## src/rtl/tsr_pkg.sv

```systemverilog
package tsr_pkg;

    typedef enum logic [1:0] {
        FRM_UNIQUE = 2'b00,
        FRM_GROUP  = 2'b01,
        FRM_BCAST  = 2'b10
    } frame_kind_e;

    // Field positions inside the trigger/mode register
    localparam int TRG_LSB  = 0;
    localparam int MSK_LSB  = 3;
    localparam int MODE_LSB = 6;
    localparam int N_TRG    = 3;

    // Status register
    localparam int N_ERR    = 7;
    localparam int SRST_BIT = 7;

    localparam logic [1:0] MODE_ACTIVE  = 2'b00;
    localparam logic [1:0] MODE_STARTUP = 2'b01;
    localparam logic [1:0] MODE_RSVD    = 2'b11;

endpackage

```

## src/rtl/tsr_dac_slot.sv

```systemverilog
module tsr_dac_slot #(
    parameter int DAC_W = 7
) (
    input  logic             clk,
    input  logic             rst_n,
    input  logic             clr_i,
    input  logic             load_i,
    input  logic             direct_i,
    input  logic             fire_i,
    input  logic [DAC_W-1:0] wdata_i,
    output logic [DAC_W-1:0] act_o
);

    typedef struct packed {
        logic [DAC_W-1:0] act;
        logic [DAC_W-1:0] shd;
    } slot_t;

    slot_t d, q;

    always_comb begin
        d = q;
        if (load_i) begin
            d.shd = wdata_i;
            if (direct_i) d.act = wdata_i;
        end
        if (fire_i) d.act = q.shd;
        if (clr_i) begin
            d.act = '0;
            d.shd = '0;
        end
    end

    always_ff @(posedge clk or negedge rst_n) begin
        if (!rst_n) q <= '0;
        else        q <= d;
    end

    assign act_o = q.act;

    AST_ACT_HOLD: assert property (@(posedge clk) disable iff (!rst_n)
        (!load_i && !fire_i && !clr_i) |=> $stable(q.act));

endmodule

```

## src/rtl/tsr_err_status.sv

```systemverilog
module tsr_err_status #(
    parameter int N_BITS = 7
) (
    input  logic              clk,
    input  logic              rst_n,
    input  logic              clr_i,
    input  logic [N_BITS-1:0] err_i,
    output logic [N_BITS-1:0] stat_o
);

    logic [N_BITS-1:0] stat_d, stat_q;

    always_comb begin
        stat_d = (clr_i ? '0 : stat_q) | err_i;
    end

    always_ff @(posedge clk or negedge rst_n) begin
        if (!rst_n) stat_q <= '0;
        else        stat_q <= stat_d;
    end

    assign stat_o = stat_q;

    AST_ERR_CAPTURED: assert property (@(posedge clk) disable iff (!rst_n)
        (err_i != '0) |=> ((stat_q & $past(err_i)) == $past(err_i)));

    AST_STICKY: assert property (@(posedge clk) disable iff (!rst_n)
        !clr_i |=> ((stat_q & $past(stat_q)) == $past(stat_q)));

endmodule

```

## src/rtl/trig_shadow_regs.sv

```systemverilog
module trig_shadow_regs
    import tsr_pkg::*;
#(
    parameter int N_DAC       = 2,
    parameter int DAC_W       = 7,
    parameter int ADDR_W      = 5,
    parameter int DATA_W      = 8,
    parameter int ADDR_ENABLE = 'h00,
    parameter int ADDR_DAC0   = 'h02,
    parameter int ADDR_STATUS = 'h1A,
    parameter int ADDR_TRIG   = 'h1C
) (
    input  logic                   clk,
    input  logic                   rst_n,
    input  logic                   wr_valid,
    input  logic [1:0]             wr_kind,
    input  logic [ADDR_W-1:0]      wr_addr,
    input  logic [DATA_W-1:0]      wr_data,
    input  logic                   rd_valid,
    input  logic [1:0]             rd_kind,
    input  logic [ADDR_W-1:0]      rd_addr,
    input  logic [6:0]             err_pulse,
    output logic                   rd_ack,
    output logic [DATA_W-1:0]      rd_data,
    output logic [N_DAC*DAC_W-1:0] dac_value,
    output logic [N_DAC-1:0]       dac_enable,
    output logic [1:0]             power_mode
);

    localparam logic [ADDR_W-1:0] A_EN  = ADDR_W'(ADDR_ENABLE);
    localparam logic [ADDR_W-1:0] A_ST  = ADDR_W'(ADDR_STATUS);
    localparam logic [ADDR_W-1:0] A_TRG = ADDR_W'(ADDR_TRIG);

    typedef struct packed {
        logic [N_DAC-1:0]  en;
        logic [N_TRG-1:0]  mask;
        logic [1:0]        mode;
        logic              ack;
        logic [DATA_W-1:0] rdata;
    } ctl_t;

    ctl_t d, q;

    logic               wr_uniq, wr_known, rd_uniq;
    logic               trig_hit, startup, soft_rst, clr_all, stat_clr;
    logic [N_TRG-1:0]   eff_mask;
    logic [N_DAC-1:0]   load, fire;
    logic [DAC_W-1:0]   act_w [N_DAC];
    logic [N_ERR-1:0]   stat_w;

    always_comb begin
        wr_uniq  = wr_valid && (wr_kind == FRM_UNIQUE);
        wr_known = wr_valid && (wr_kind != 2'b11);
        rd_uniq  = rd_valid && (rd_kind == FRM_UNIQUE);
        trig_hit = wr_known && (wr_addr == A_TRG);
        startup  = trig_hit && (wr_data[MODE_LSB +: 2] == MODE_STARTUP);
        soft_rst = wr_uniq && (wr_addr == A_ST) && wr_data[SRST_BIT];
        clr_all  = startup || soft_rst;
        stat_clr = clr_all || (rd_uniq && (rd_addr == A_ST));
        eff_mask = wr_uniq ? wr_data[MSK_LSB +: N_TRG] : q.mask;

        // DAC write and trigger decode
        for (int i = 0; i < N_DAC; i++) begin
            load[i] = wr_uniq && (wr_addr == ADDR_W'(ADDR_DAC0 + i))
                      && (q.en != '0);
            fire[i] = trig_hit && !startup && wr_data[TRG_LSB + i]
                      && !eff_mask[i];
        end

        d = q;
        if (wr_uniq && (wr_addr == A_EN)) d.en = wr_data[N_DAC-1:0];
        if (trig_hit) begin
            if (wr_uniq) d.mask = wr_data[MSK_LSB +: N_TRG];
            if (wr_data[MODE_LSB +: 2] != MODE_RSVD) d.mode = wr_data[MODE_LSB +: 2];
        end
        if (soft_rst) d.en = '0;
        if (startup) begin
            d.en   = '0;
            d.mask = '0;
            d.mode = MODE_ACTIVE;
        end

        // Read reply
        d.ack   = 1'b0;
        d.rdata = '0;
        if (rd_uniq) begin
            if (rd_addr == A_EN) begin
                d.ack   = 1'b1;
                d.rdata = DATA_W'(q.en);
            end
            if (rd_addr == A_ST) begin
                d.ack   = 1'b1;
                d.rdata = DATA_W'(stat_w);
            end
            if (rd_addr == A_TRG) begin
                d.ack   = 1'b1;
                d.rdata = DATA_W'({q.mode, q.mask, 3'b000});
            end
            for (int i = 0; i < N_DAC; i++) begin
                if (rd_addr == ADDR_W'(ADDR_DAC0 + i)) begin
                    d.ack   = 1'b1;
                    d.rdata = DATA_W'(act_w[i]);
                end
            end
        end
    end

    always_ff @(posedge clk or negedge rst_n) begin
        if (!rst_n) q <= '0;
        else        q <= d;
    end

    genvar g;
    generate
        for (g = 0; g < N_DAC; g++) begin : g_slot
            tsr_dac_slot #(.DAC_W(DAC_W)) u_slot (
                .clk      (clk),
                .rst_n    (rst_n),
                .clr_i    (clr_all),
                .load_i   (load[g]),
                .direct_i (q.mask[g]),
                .fire_i   (fire[g]),
                .wdata_i  (wr_data[DAC_W-1:0]),
                .act_o    (act_w[g])
            );
            assign dac_value[g*DAC_W +: DAC_W] = act_w[g];
        end
    endgenerate

    tsr_err_status #(.N_BITS(N_ERR)) u_status (
        .clk    (clk),
        .rst_n  (rst_n),
        .clr_i  (stat_clr),
        .err_i  (err_pulse),
        .stat_o (stat_w)
    );

    assign rd_ack     = q.ack;
    assign rd_data    = q.rdata;
    assign dac_enable = q.en;
    assign power_mode = q.mode;

    AST_MASK_UNIQUE_ONLY: assert property (@(posedge clk) disable iff (!rst_n)
        (wr_valid && wr_kind != FRM_UNIQUE
         && wr_data[MODE_LSB +: 2] != MODE_STARTUP) |=> $stable(q.mask));

    AST_DISABLED_NO_DAC_CHANGE: assert property (@(posedge clk) disable iff (!rst_n)
        (q.en == '0 && !trig_hit && !soft_rst) |=> $stable(dac_value));

    AST_NO_ACK_SHARED_READ: assert property (@(posedge clk) disable iff (!rst_n)
        (rd_valid && rd_kind != FRM_UNIQUE) |=> !rd_ack);

    AST_STATUS_TOP_ZERO: assert property (@(posedge clk) disable iff (!rst_n)
        (rd_uniq && rd_addr == A_ST) |=> (rd_ack && !rd_data[SRST_BIT]));

endmodule

```

## config.mk

```make
export PLATFORM = sky130hd
export DESIGN_NAME = trig_shadow_regs
export DESIGN_NICKNAME = d
export VERILOG_FILES = /design/src/rtl/tsr_pkg.sv /design/src/rtl/tsr_dac_slot.sv /design/src/rtl/tsr_err_status.sv /design/src/rtl/trig_shadow_regs.sv
export SDC_FILE = /design/constraint.sdc
export NUM_CORES = 1
export LEC_CHECK = 0
export CAP_MARGIN = 10
export CORE_UTILIZATION = 56
export DETAILED_ROUTE_END_ITERATION = 12
export DONT_BUFFER_PORTS = 1
export PLACE_DENSITY = 0.82
export SYNTH_ARGS = -nofsm -noshare
export SYNTH_HDL_FRONTEND = slang
export SYNTH_SLANG_ARGS = --single-unit
```

## constraint.sdc

```tcl
create_clock -name clk -period 2.9 [get_ports clk]
set_clock_uncertainty 0.2 [all_clocks]
set_input_delay 0.435 -clock clk [delete_from_list [all_inputs] [get_ports clk]]
set_output_delay 0.435 -clock clk [all_outputs]
set_load 0.05 [all_outputs]
```

==> flow_summary.json <==
{
  "cp_cell_sequence": "nor2_1, nor4_4, mux2i_1, a211oi_2",
  "timing_worst_setup_path_type": "flop to flop",
  "hold_buffers": 2,
  "buffer_depth_of_the_longest_clock_path": 2,
  "synth_mux_area_frac": 0.135,
  "ys_async_sr_fraction": 1.00,
  "netlist.top_cell.by_area": "sky130_fd_sc_hd__dfrtp_1",
  "fp.dieW_um": 73.6,
  "vdd_drop_max_uv": 346,
  "crit_required_ns": 2.89,
  "clock_tree.root_cell": "sky130_fd_sc_hd__clkbuf_8",
  "boundaryPins": 60,
  "synthSimpleGateAreaFrac": 0.190,
  "synthAdderAreaFrac": 0,
  "synth-compound-area-share": 0.133,
  "leading_cell_types_by_count_after_synthesis": "51 x sky130_fd_sc_hd__dfrtp_1, 35 x sky130_fd_sc_hd__mux2i_1, 26 x sky130_fd_sc_hd__buf_4, 26 x sky130_fd_sc_hd__nor2_1",
  "ys_ff_latch": 51,
  "gp_routability_congestion": 0.840,
  "place_area_um2": 2720,
  "layout_worst_path_cycle_share": 0.825,
  "layout-area-overhead-vs-synth_pct": 1.66,
  "floorplan.die.height_um": 73.6,
  "max_cap_viols": 0,
  "ys_top_cells_by_area": "sky130_fd_sc_hd__dfrtp_1 44%, sky130_fd_sc_hd__mux2i_1 12%, sky130_fd_sc_hd__buf_4 6.8%",
  "fin_hold_ws_ns": 0.00760,
  "drtAntennaViolNets": 0,
  "num_vias": 1891,
  "num_rows": 25,
  "yosys.cell_types.count": 38,
  "leakage_nw": 1.18,
  "drt-initial-drc-count": 112,
  "h-tree-depth": 2,
  "routed_via_density": 6.12,
  "post_synth.cell_area_avg_um2": 10.8,
  "seq_area_frac_synth": 0.444,
  "post_synth_inst_count": 265,
  "clock_sinks": 51,
  "grt_start_max_net_pins": 52,
  "worstSkewPairLatency_ns": 0.31,
  "drc_errors": 0,
  "worst_pin_slew_ns": 0.776,
  "worst_setup_path_start_kind": "flop",
  "timing_max_transition_violations_final": 0,
  "rsz0062_at_grt": "no",
  "critPathMaxStageDelay_ns": 0.69,
  "cts-resized-gates": 0,
  "drive_gt1_frac": 0.140,
  "antenna_found_initial": 0,
  "critical_path_peak_fanout": 7,
  "drt_first_pass_iters": 4,
  "floorplan.initialDensity": 0.596,
  "cts.clk_slew.worst_paths_ns": 0.09,
  "critical_path_arrival_ns": 2.38,
  "critical_path.top_delay_family": "simple AND/OR/NAND/NOR gates",
  "finalSetupTns_ns": 0,
  "cp_slowest_cell": "sky130_fd_sc_hd__dfrtp_1",
  "core_region_area_um2": 4820,
  "route.detailed.wl_per_inst_um": 19.0,
  "achievable-frequency_ghz": 0.418,
  "report.final.setup_viol": 0,
  "grt_resource_usage_total": 0.232,
  "synth.top_cell.area_share": 0.444,
  "synth.net_count": 298,
  "main_synth_ff_type": "sky130_fd_sc_hd__dfrtp_1",
  "worst-path-buf-inv": 0,
  "final_nets": 274,
  "synth_xor_xnor_area_share": 0,
  "critical_path.endpoint_type": "flop",
  "fillers": 426,
  "final.min_clock_period_ns": 2.39,
  "synth_top_family_by_area": "simple AND/OR/NAND/NOR gates",
  "hpwl_um": 4200,
  "post-route-cell-area_um2": 2920,
  "grt_remaining_overflow": 0,
  "grt_first_pass_wirelength_um": 9230,
  "timing.final.hold_violations": 0,
  "slew-limit-headroom": 0.481,
  "cts_inserted_buffers": 5,
  "die_area_um2": 5420,
  "final_core_util": 0.606,
  "post-synth-top-count-cell": "sky130_fd_sc_hd__dfrtp_1",
  "post_synth_instance_area_um2": 2870,
  "num_antenna_cells": 0,
  "synth-edff-count": 0,
  "timing.hold.worst.class": "primary input to flop",
  "synthesis.yosys.warnings": 0,
  "numPortBuffers": 0,
  "cts_tree": "done",
  "total_power_density_per_cell_area_nw_per_um2": 537,
  "routed_wl_um": 5870,
  "status": "completed",
  "first_global_vias": 1778,
  "post_cts_buffers": 0
}
==> per-layer routing <==
metal,GRT usage,wire (um)
met4,0.105,104
met3,0.0645,367
met1,0.292,2580
met5,0,0
met2,0.372,2820
==> worst paths after layout <==
| check | from | endpoint | slack (ns) | cells after the start |
|---|---|---|---|---|
| max in group asynchronous | rst_n | g_slot[1].u_slot.act_o[5] | 1.83 | 2 |
| max reg2reg | dac_enable[1] | g_slot[0].u_slot.act_o[2] | 0.51 | 4 |
| max | dac_enable[1] | g_slot[0].u_slot.act_o[2] | 0.51 | 4 |
| min | err_pulse[0] | u_status.stat_o[0] | 0.008 | 1 |
| min in group asynchronous | rst_n | rd_data[3] | 0.44 | 2 |
| min reg2reg | u_status.stat_o[0] | u_status.stat_o[0] | 0.28 | 1 |
==> layout by cell type, fill, tap and decap left out, drive strengths merged, types with 3 or more instances in the layout <==
cell type,count
a22oi,6
or3,5
nand3,4
o21ai,5
nand2b,4
nor4,18
nand3b,3
a211oi,14
a21o,8
mux2i,35
mux2,3
nor3,3
nor2,26
clkbuf,5
nand2,10
dfrtp,51
or4,3
inv,4
dlygate4sd3,6
buf,3
o22a,5
==> cells by family (layout without fill, tap and decap cells) <==
group,count (synthesis),after routing
AOI/OAI and AO/OA,43,43
buffers and inverters,44,21
DFF,51,51
muxes,38,38
and+or+nand+nor,89,89
==> area by class of cell <==
type                            count  area, um^2  share of cell area
Tap cell                           67        83.8              0.0287
Timing Repair Buffer                9         115              0.0394
Multi-Input combinational cell    170        1320               0.451
Clock buffer                        5        68.8              0.0236
Sequential cell                    51        1280               0.437
Clock inverter                      3        43.8              0.0150
Inverter                            4        15.0             0.00514
==> where the power goes <==
group / internal, mW / total [mW] / switching (mW) / leakage [nW]
registers: 0.744 / 0.913 / 0.169 / 0.660
clock network: 0.257 / 0.500 / 0.243 / 0.0581
logic: 0.0775 / 0.155 / 0.0778 / 0.461
total: 1.08 / 1.57 / 0.489 / 1.18
==> sequential cells by signal, indices dropped and copies added (netlist names) <==
register and flops:
rd_data 8, q 3, rd_ack 1, dac_enable 2, power_mode 2, g_slot.u_slot.q 14, u_status.stat_o 7, g_slot.u_slot.act_o 14
==> per-stage QoR <==
step / total power [mW] / cells / setup slack, ns
global route: 1.63 / 309 / 0.358
finish: 1.57 / 309 / 0.507
detailed placement: 1.06 / 294 / 0.417
global placement: 1.05 / 294 / 0.449
floorplan: 1.08 / 265 / 0.647
CTS: 1.57 / 304 / 0.478
Power figures use the tool's default switching activity.
